**config.mk**
```make
export PLATFORM = sky130hd
export DESIGN_NAME = wr_status_resp
export DESIGN_NICKNAME = d
export VERILOG_FILES = /design/src/rtl/wr_status_pkg.sv /design/src/rtl/wr_status_seq.sv /design/src/rtl/wr_status_capture.sv /design/src/rtl/wr_status_toggle.sv /design/src/rtl/wr_status_resp.sv
export SDC_FILE = /design/constraint.sdc
export NUM_CORES = 1
export LEC_CHECK = 0
export CORE_ASPECT_RATIO = 1.1
export CORE_MARGIN = 5
export CORE_UTILIZATION = 50
export CTS_CLUSTER_DIAMETER = 100
export DETAILED_ROUTE_END_ITERATION = 8
export DONT_BUFFER_PORTS = 1
export GPL_ROUTABILITY_DRIVEN = 0
export GPL_TIMING_DRIVEN = 0
export PLACE_DENSITY = 0.74
export SETUP_SLACK_MARGIN = 0.1
export SLEW_MARGIN = 40
export SYNTH_ARGS = -nofsm -noshare
export SYNTH_HDL_FRONTEND = slang
export SYNTH_SLANG_ARGS = --single-unit
```
**constraint.sdc**
```tcl
create_clock -name clk -period 1.7 [get_ports clk]
set_clock_uncertainty 0.05 [all_clocks]
set_input_delay 0.34 -clock clk [delete_from_list [all_inputs] [get_ports clk]]
set_output_delay 0.34 -clock clk [all_outputs]
set_load 0.01 [all_outputs]
```
**src/rtl/wr_status_pkg.sv**
```systemverilog
package wr_status_pkg;

    localparam int BYTE_W = 8;

    typedef enum logic [1:0] {
        PH_IDLE   = 2'd0,
        PH_BUSY   = 2'd1,
        PH_SETTLE = 2'd2
    } resp_phase_e;

    typedef enum logic {
        OPK_PAGE  = 1'b0,
        OPK_ERASE = 1'b1
    } op_kind_e;

    typedef struct packed {
        logic             hit;
        logic             last_b7;
        logic             tgl;
        logic [BYTE_W-1:0] arr;
        logic [BYTE_W-1:0] fill;
    } status_in_t;

    function automatic logic [BYTE_W-1:0] compose_status(
        input resp_phase_e ph,
        input op_kind_e    kind,
        input status_in_t  s
    );
        logic [BYTE_W-1:0] w;
        case (ph)
            PH_BUSY: begin
                w      = s.fill;
                w[6]   = s.tgl;
                w[7]   = (kind == OPK_PAGE && s.hit) ? ~s.last_b7 : s.fill[7];
            end
            PH_SETTLE: begin
                w      = s.fill;
                w[6]   = s.tgl;
                w[7]   = s.arr[7];
            end
            default: w = s.arr;
        endcase
        return w;
    endfunction

endpackage

```
**src/rtl/wr_status_seq.sv**
```systemverilog
module wr_status_seq
    import wr_status_pkg::*;
#(
    parameter int SETTLE_CYC = 125
) (
    input  logic        clk,
    input  logic        rst,
    input  logic        busy,
    input  logic        busy_erase,
    output resp_phase_e phase,
    output op_kind_e    kind,
    output logic        arm
);
    localparam int CW = $clog2(SETTLE_CYC + 1);

    logic [CW-1:0] settle_cnt;

    assign arm = busy && (phase != PH_BUSY);

    always_ff @(posedge clk) begin
        if (rst) begin
            phase      <= PH_IDLE;
            kind       <= OPK_PAGE;
            settle_cnt <= '0;
        end else begin
            case (phase)
                PH_IDLE: begin
                    if (busy) begin
                        phase <= PH_BUSY;
                        kind  <= op_kind_e'(busy_erase);
                    end
                end
                PH_BUSY: begin
                    if (!busy) begin
                        phase      <= PH_SETTLE;
                        settle_cnt <= CW'(SETTLE_CYC - 1);
                    end
                end
                PH_SETTLE: begin
                    if (busy) begin
                        phase <= PH_BUSY;
                        kind  <= op_kind_e'(busy_erase);
                    end else if (settle_cnt == '0) begin
                        phase <= PH_IDLE;
                    end else begin
                        settle_cnt <= settle_cnt - 1'b1;
                    end
                end
                default: phase <= PH_IDLE;
            endcase
        end
    end

    AST_SETTLE_HOLDS: assert property (@(posedge clk) disable iff (rst)
        (phase == PH_SETTLE && !busy && settle_cnt != '0) |=> (phase == PH_SETTLE));
    AST_BUSY_ENTERS: assert property (@(posedge clk) disable iff (rst)
        (busy && phase != PH_BUSY) |=> (phase == PH_BUSY));

endmodule

```
**src/rtl/wr_status_capture.sv**
```systemverilog
module wr_status_capture #(
    parameter int AW = 16
) (
    input  logic          clk,
    input  logic          rst,
    input  logic          hold,
    input  logic          ld_en,
    input  logic [AW-1:0] ld_addr,
    input  logic [7:0]    ld_data,
    output logic [AW-1:0] last_addr,
    output logic [7:0]    last_data
);
    always_ff @(posedge clk) begin
        if (rst) begin
            last_addr <= '0;
            last_data <= '0;
        end else if (ld_en && !hold) begin
            last_addr <= ld_addr;
            last_data <= ld_data;
        end
    end

    AST_LOAD_FROZEN: assert property (@(posedge clk) disable iff (rst)
        hold |=> ($stable(last_addr) && $stable(last_data)));

endmodule

```
**src/rtl/wr_status_toggle.sv**
```systemverilog
module wr_status_toggle (
    input  logic clk,
    input  logic rst,
    input  logic arm,
    input  logic advance,
    output logic tgl
);
    always_ff @(posedge clk) begin
        if (rst)          tgl <= 1'b1;
        else if (arm)     tgl <= 1'b1;
        else if (advance) tgl <= ~tgl;
    end

    AST_TGL_FLIPS: assert property (@(posedge clk) disable iff (rst)
        (advance && !arm) |=> (tgl != $past(tgl)));
    AST_TGL_STILL: assert property (@(posedge clk) disable iff (rst)
        (!advance && !arm) |=> $stable(tgl));
    AST_TGL_PRESET: assert property (@(posedge clk) disable iff (rst)
        arm |=> tgl);

endmodule

```
**src/rtl/wr_status_resp.sv**
```systemverilog
module wr_status_resp
    import wr_status_pkg::*;
#(
    parameter int         AW         = 16,
    parameter int         SETTLE_CYC = 125,
    parameter logic [7:0] FILL       = 8'h00
) (
    input  logic          clk,
    input  logic          rst,
    input  logic          ld_en,
    input  logic [AW-1:0] ld_addr,
    input  logic [7:0]    ld_data,
    input  logic          busy,
    input  logic          busy_erase,
    input  logic          rd_en,
    input  logic [AW-1:0] rd_addr,
    input  logic [7:0]    arr_rdata,
    output logic [7:0]    rd_data
);
    resp_phase_e   phase;
    op_kind_e      kind;
    logic          arm;
    logic          tgl;
    logic [AW-1:0] last_addr;
    logic [7:0]    last_data;
    status_in_t    sin;

    wr_status_seq #(.SETTLE_CYC(SETTLE_CYC)) u_seq (
        .clk        (clk),
        .rst        (rst),
        .busy       (busy),
        .busy_erase (busy_erase),
        .phase      (phase),
        .kind       (kind),
        .arm        (arm)
    );

    wr_status_capture #(.AW(AW)) u_cap (
        .clk       (clk),
        .rst       (rst),
        .hold      (phase != PH_IDLE),
        .ld_en     (ld_en),
        .ld_addr   (ld_addr),
        .ld_data   (ld_data),
        .last_addr (last_addr),
        .last_data (last_data)
    );

    wr_status_toggle u_tgl (
        .clk     (clk),
        .rst     (rst),
        .arm     (arm),
        .advance (rd_en && phase == PH_BUSY),
        .tgl     (tgl)
    );

    always_comb begin
        sin.hit     = (rd_addr == last_addr);
        sin.last_b7 = last_data[7];
        sin.tgl     = tgl;
        sin.arr     = arr_rdata;
        sin.fill    = FILL;
    end

    always_ff @(posedge clk) begin
        if (rst)        rd_data <= '0;
        else if (rd_en) rd_data <= compose_status(phase, kind, sin);
    end

    AST_IDLE_PASS: assert property (@(posedge clk) disable iff (rst)
        (rd_en && phase == PH_IDLE) |=> (rd_data == $past(arr_rdata)));
    AST_ERASE_NO_POLL: assert property (@(posedge clk) disable iff (rst)
        (rd_en && phase == PH_BUSY && kind == OPK_ERASE) |=> (rd_data[7] == FILL[7]));
    AST_PAGE_POLL: assert property (@(posedge clk) disable iff (rst)
        (rd_en && phase == PH_BUSY && kind == OPK_PAGE && rd_addr == last_addr)
        |=> (rd_data[7] == ~$past(last_data[7])));
    AST_SETTLE_B7: assert property (@(posedge clk) disable iff (rst)
        (rd_en && phase == PH_SETTLE) |=> (rd_data[7] == $past(arr_rdata[7])));

endmodule

```
==> impl_metrics.tcl, run 1 <==
set metrics [dict create \
    drive_gt1_share_pct 18.58 \
    coreArea_sq_mm 0.003358 \
    setup_viol 0 \
    num_rows 22 \
    yosysWarningCount 0 \
    synth_edf_count 0 \
    p_leak_uw 0.0007869 \
    htreeDepth 2 \
    cp_num_buf_inv 0 \
    slowest_stage "or4_4" \
    dp_hpwl_mm 2.802 \
    final.fill_count 330 \
    num_antenna_cells 0 \
    dr_total_vias 1465 \
    cts_root_buffer "clkbuf_4" \
    grt_max_degree 11 \
    ys_types 36 \
    worstSetupStartpoint "u_seq.settle_cnt[1]$_SDFFE_PP0P_" \
    grt_pass1_wl_mm 6.513 \
    ir_worst_vdd_v 0.0006590 \
    dr.pass1.iters 4 \
    ios 62 \
    yosysTopAreaCellShare_pct 40.97 \
    critPathMaxStageDelay_ns 0.54 \
    final_common_cell "nand2_1" \
    crit_path_max_fanout 4 \
    r2r-end "u_seq.settle_cnt[5]$_SDFFE_PP0P_" \
    status "finished clean" \
    start_kind "flip-flop" \
    drv_cap 0 \
    cp.arrival_ns 1.73 \
    synthTopCellsByArea "dfxtp_1, a21oi_1, nand2_1" \
    report.final.slew_viol_count 0 \
    cts_made_buffers 5 \
    placed_cells 258 \
    dieArea_sq_mm 0.004806 \
    clk_latency_ns 0.33 \
    max_freq_mhz 638.5 \
    floorplan.initialDensity_pct 52.38 \
    hp-class "in2reg" \
    setup_slack_ns 0.1337 \
    dp_slack_ns -0.2098 \
    max_slew_margin_pct 67.67 \
    layout.nets 286 \
    tightest_slew_ns 0.4850 \
    crit_required_ns 1.86 \
    reg2reg_from "u_seq.settle_cnt[1]$_SDFFE_PP0P_" \
    die_height_microns 72.21 \
    rsz0062_at_grt "yes" \
    cp.depth 4 \
    cts_buffer_depth 2 \
    cts_hold_buf 0 \
    finalHoldViolCount 0 \
    stdcell_count 274 \
    pwr_density_cell_mw_per_mm2 869.3 \
    endpoint_kind "flip-flop" \
    tritoncts "done" \
    clock_sinks 36 \
    synth_fp_nets 270 \
    finalCriticalPeriod_ns 1.566 \
    antenna_found_initial 0 \
    grt_pass1_vias 1508 \
    critPathTopFamily "simple AND/OR/NAND/NOR gates" \
    synthCells 210 \
    drcViolationCount 0 \
    crit_chain "or4_4, a2111oi_4, xnor2_1, a21oi_1" \
    vias_per_cell 5.347 \
    die_w_microns 66.56 \
    reg2reg_depth 4 \
    fin_crit_sh_pct 92.13 \
    wire_per_inst_microns 14.47 \
    yosysSeqAreaShare_pct 40.97 \
    synth-seq-cells 36 \
    synth_ff_type "dfxtp_1" \
    groute.usage.overall_pct 17.35 \
    first_iter_violations 46 \
    synth.avg_cell_area_sq_um 8.377 \
    synth_area_leader_cell "dfxtp_1" \
    final_cell_mix "nand2_1, dfxtp_1, a21oi_1" \
    reg2reg_slack_ns 0.13 \
    port_buffers 0 \
    syn-cell-area_sq_mm 0.001759 \
    path_clk_slew_ns 0.10 \
    grt_remaining_overflow 0 \
    crit_end "u_seq.settle_cnt[5]$_SDFFE_PP0P_" \
    synthToLayoutAreaGrowth_pct 15.79 \
    path_class "reg2reg" \
    ant_nets 0 \
    wl_mm 3.966 \
    async_flop_share_pct 0 \
]
[what timing repair did]
item | in CTS | in global routing
setup endpoints to repair | 16 | 22
cloned | 0 | 0
gates resized for setup | 14 | 21
buffers inserted | 2 | 7
pin swaps | 3 | 6
[stage by stage]
| stage | setup TNS (ns) | area, sq um | hold slack, ns | util, % | total power (uW) |
|---|---|---|---|---|---|
| after floorplan | 0 | 1765 | 0.3867 | - | 1226 |
| after global placement | -1.825 | 1826 | 0.3966 | 54.36 | 1281 |
| after detailed placement | -2.008 | 1826 | 0.4004 | 54.36 | 1288 |
| after CTS | 0 | 1917 | 0.06908 | 57.08 | 1725 |
| after global routing | 0 | 2037 | 0.06513 | 60.66 | 1875 |
| final | 0 | 2037 | 0.07985 | 60.66 | 1771 |
[synthesized netlist by cell type (3+ instances only)]
cell	instances
nor2_1	13
a211oi_1	3
ha_1	6
dfxtp_1	36
inv_1	4
clkbuf_1	7
a21oi_1	30
xor2_1	16
nor2b_1	10
nand2b_1	6
nor4_1	4
nor3_1	3
nand2_1	40
[area by class of cell]
class | instances | area (sq um) | share of cell area, %
buffer | 9 | 51.30 | 2.518
clock buffer | 6 | 41.29 | 2.027
clock inverter | 1 | 5.005 | 0.2457
inverter | 4 | 15.01 | 0.7371
multi-input combinational | 161 | 1062 | 52.15
sequential | 36 | 734.5 | 36.06
tap | 48 | 60.06 | 2.948
timing repair buffer | 9 | 67.56 | 3.317
[logic make-up (layout without fill, tap and decap cells)]
group	Yosys count	count (layout)	share of synthesized area, %
AND/OR/NAND/NOR	90	90	25.75
AO/OA/AOI/OAI	43	43	14.86
flip-flops	36	36	40.97
XOR/XNOR	18	18	8.962
buffers and inverters	13	29	2.774
adder cells (fa/ha/maj)	6	6	4.267
multiplexers	4	4	2.418
[how the worst min path moves through the flow]
stage | start | end | slack (ns) | cells past startpoint
4_1_cts | ld_addr[2] | u_cap.last_addr[2]$_SDFFE_PP0P_ | 0.07 | 2
3_5_place_dp | u_cap.last_data[7]$_SDFFE_PP0P_ | u_cap.last_data[7]$_SDFFE_PP0P_ | 0.40 | 2
6_report | ld_addr[3] | u_cap.last_addr[3]$_SDFFE_PP0P_ | 0.08 | 2
2_1_floorplan | u_cap.last_data[7]$_SDFFE_PP0P_ | u_cap.last_data[7]$_SDFFE_PP0P_ | 0.39 | 2
5_1_grt | ld_addr[10] | u_cap.last_addr[10]$_SDFFE_PP0P_ | 0.07 | 2
3_3_place_gp | u_cap.last_data[7]$_SDFFE_PP0P_ | u_cap.last_data[7]$_SDFFE_PP0P_ | 0.40 | 2
[flip-flops by register name, summed over array words and instances, names as in the netlist]
name and flops:
u_cap.last_addr 16, rd_data 8, u_seq.settle_cnt 7, u_seq.phase 2
u_cap.last_data 1, u_seq.kind 1, u_tgl.tgl 1
[power breakdown]
| group | internal, uW | total (uW) | leakage (uW) | switching, uW |
|---|---|---|---|---|
| Sequential | 905 | 961 | 0.000298 | 55.9 |
| Combinational | 185 | 386 | 0.000460 | 200 |
| Clock | 152 | 424 | 0.0000281 | 272 |
| Total | 1240 | 1770 | 0.000787 | 528 |
[per-layer routing]
metal / GRT usage (%) / part of all wire, %
met2: 29.85 / 48
met1: 18.28 / 40
met4: 5.643 / 1.9
met3: 8.669 / 9.7
met5: 0 / 0
[worst reg2reg max path, stage by stage, from the launching register on]
cell and delay [ns]:
dfxtp_2 0.36, or4_4 0.54, a2111oi_4 0.24, xnor2_1 0.18, a21oi_1 0.08
Power figures use the tool's default switching activity.
==> run 2: changes to the inputs <==
--- a/config.mk
+++ b/config.mk
@@ -13,7 +13,7 @@
 export DONT_BUFFER_PORTS = 1
 export GPL_ROUTABILITY_DRIVEN = 0
 export GPL_TIMING_DRIVEN = 0
-export PLACE_DENSITY = 0.74
+export PLACE_DENSITY = 0.64
 export SETUP_SLACK_MARGIN = 0.1
 export SLEW_MARGIN = 40
 export SYNTH_ARGS = -nofsm -noshare
==> constraint.sdc (replaced) <==
create_clock -name clk -period 1.9 [get_ports clk]
set_clock_uncertainty 0.05 [all_clocks]
set_input_delay 0.38 -clock clk [delete_from_list [all_inputs] [get_ports clk]]
set_output_delay 0.38 -clock clk [all_outputs]
set_load 0.01 [all_outputs]
==> run 2 against run 1 <==
Effect of this change:
- critical path depth up 3
- die area unchanged
- clock-buffer cell count unchanged
- combinational power down 28%
- sequential power down 10%
- fmax down 7.6%
- wire length down 4.9%
- first-iteration DRC count up 61%
- register-to-register slack better by 0.07 ns
- global-route usage down 0.93 points
- cell count down 3.3%
- critical endpoint is now u_seq.settle_cnt[1]$_SDFFE_PP0P_
- highest routed layer unchanged
==> impl_metrics.tcl, run 2 (synthesis gave the netlist of run 1 again) <==
set metrics [dict create \
    fin_crit_sh_pct 89.21 \
    pwr_density_cell_mw_per_mm2 805.9 \
    hold_path_depth 2 \
    dp_slack_ns -0.02588 \
    dp_hpwl_mm 3.020 \
    use_met2_pct 26.32 \
    endpoint_kind "flip-flop" \
    max_slew_margin_pct 68.29 \
    grt_pass1_vias 1462 \
    grt_max_degree 11 \
    final_cell_mix "nand2_1, dfxtp_1, a21oi_1" \
    path_class "reg2reg" \
    final.fill_count 337 \
    drive_gt1_share_pct 8.756 \
    start_kind "flip-flop" \
    cp.arrival_ns 1.87 \
    critPathMaxStageDelay_ns 0.37 \
    stdcell_count 265 \
    num_rows 22 \
    first_iter_violations 74 \
    cts_root_buffer "clkbuf_4" \
    die_w_microns 66.56 \
    reg2reg_slack_ns 0.20 \
    synthToLayoutAreaGrowth_pct 6.970 \
    ios 62 \
    cp.depth 7 \
    cp_num_buf_inv 2 \
    largest_register_ffs 16 \
    wire_per_inst_microns 14.23 \
    htreeDepth 2 \
    reg2reg_depth 7 \
    p_leak_uw 0.0007195 \
    max_freq_mhz 590.0 \
    finalHoldViolCount 0 \
    r2r-end "u_seq.settle_cnt[1]$_SDFFE_PP0P_" \
    ant_nets 0 \
    total_power_uw 1517 \
    cts_hold_buf 0 \
    dr.pass1.iters 4 \
    worstSetupStartpoint "u_seq.phase[1]$_SDFFE_PP0P_" \
    grt-busiest-layer "met2" \
    num_antenna_cells 0 \
    wl_mm 3.770 \
    report.final.slew_viol_count 0 \
    regMostFlops "u_cap.last_addr" \
    drv_cap 0 \
    vias_per_cell 5.392 \
    grt_pass1_wl_mm 6.113 \
    crit_end "u_seq.settle_cnt[1]$_SDFFE_PP0P_" \
    groute.usage.overall_pct 16.41 \
    dieArea_sq_mm 0.004806 \
    slowest_stage "or3b_1" \
    crit_required_ns 2.07 \
    crit_chain "inv_1, ha_1, or3b_1, clkbuf_2, nand2_1, mux2_1, nor2_1" \
    met3_usage_pct 6.502 \
    layout.nets 277 \
    post_cts_buffers 0 \
    reg_top3 "u_cap.last_addr x16, rd_data x8, u_seq.settle_cnt x7" \
    rsz0062_at_grt "no" \
    hp-class "in2reg" \
    coreArea_sq_mm 0.003358 \
    clk_latency_ns 0.34 \
    use_met1_pct 19.02 \
    setup_viol 0 \
    floorplan.initialDensity_pct 52.38 \
    die_height_microns 72.21 \
    reg2reg_from "u_seq.phase[1]$_SDFFE_PP0P_" \
    path_clk_slew_ns 0.10 \
    tritoncts "done" \
    drcViolationCount 0 \
    cts_buffer_depth 2 \
    setup_slack_ns 0.2050 \
    ir_worst_vdd_v 0.0005107 \
    clock_sinks 36 \
    tightest_slew_ns 0.4721 \
    port_buffers 0 \
    antenna_found_initial 0 \
    critPathTopFamily "simple AND/OR/NAND/NOR gates" \
    dr_total_vias 1429 \
    placed_cells 258 \
    final_common_cell "nand2_1" \
    finalCriticalPeriod_ns 1.695 \
    status "finished clean" \
    crit_path_max_fanout 8 \
    grt_remaining_overflow 0 \
    cts_made_buffers 5 \
]
[run 2: through the flow]
stage | utilization [%] | TNS [ns] | area, sq um | hold slack, ns
4_1_cts | 55.78 | 0 | 1873 | 0.1061
3_5_place_dp | 54.17 | -0.02588 | 1819 | 0.4110
6_report | 56.04 | 0 | 1882 | 0.1171
3_3_place_gp | 54.17 | 0 | 1819 | 0.4055
2_1_floorplan | - | 0 | 1759 | 0.3867
5_1_grt | 56.04 | 0 | 1882 | 0.1017
[run 2: worst min path at each step]
stage	from	to
floorplan	u_cap.last_data[7]$_SDFFE_PP0P_	u_cap.last_data[7]$_SDFFE_PP0P_
CTS	ld_addr[12]	u_cap.last_addr[12]$_SDFFE_PP0P_
global placement	u_cap.last_addr[14]$_SDFFE_PP0P_	u_cap.last_addr[14]$_SDFFE_PP0P_
detailed placement	u_cap.last_addr[14]$_SDFFE_PP0P_	u_cap.last_addr[14]$_SDFFE_PP0P_
finish	ld_addr[14]	u_cap.last_addr[14]$_SDFFE_PP0P_
global route	ld_addr[8]	u_cap.last_addr[8]$_SDFFE_PP0P_
[run 2: layer usage]
layer | wire length (microns) | vias to the layer above
met5 | 0 | -
met2 | 1767 | 47
met3 | 341 | 9
met1 | 1571 | 646
li1 | - | 727
met4 | 89 | 0
[run 2: layout make-up]
cell class	count	area (sq um)	share of cell area [%]
Inverter	4	15.01	0.7979
Tap cell	48	60.06	3.191
Clock buffer	6	41.29	2.194
Multi-Input combinational cell	161	998.5	53.06
Clock inverter	1	5.005	0.2660
Sequential cell	36	723.2	38.43
Buffer	9	38.79	2.061
[run 2: where the power goes]
part	total, uW	internal (uW)	leakage, uW	switching, uW
Clock	376	136	0.0000281	240
Sequential	862	811	0.000296	51.0
Combinational	279	124	0.000395	154
Total	1520	1070	0.000719	445
[run 2: timing repair]
action / in CTS / in global routing
endpoints found under the hold margin: 0 / 0
pin swaps: 0 / 1
resized for setup: 4 / 7
setup endpoints to repair: 13 / 15
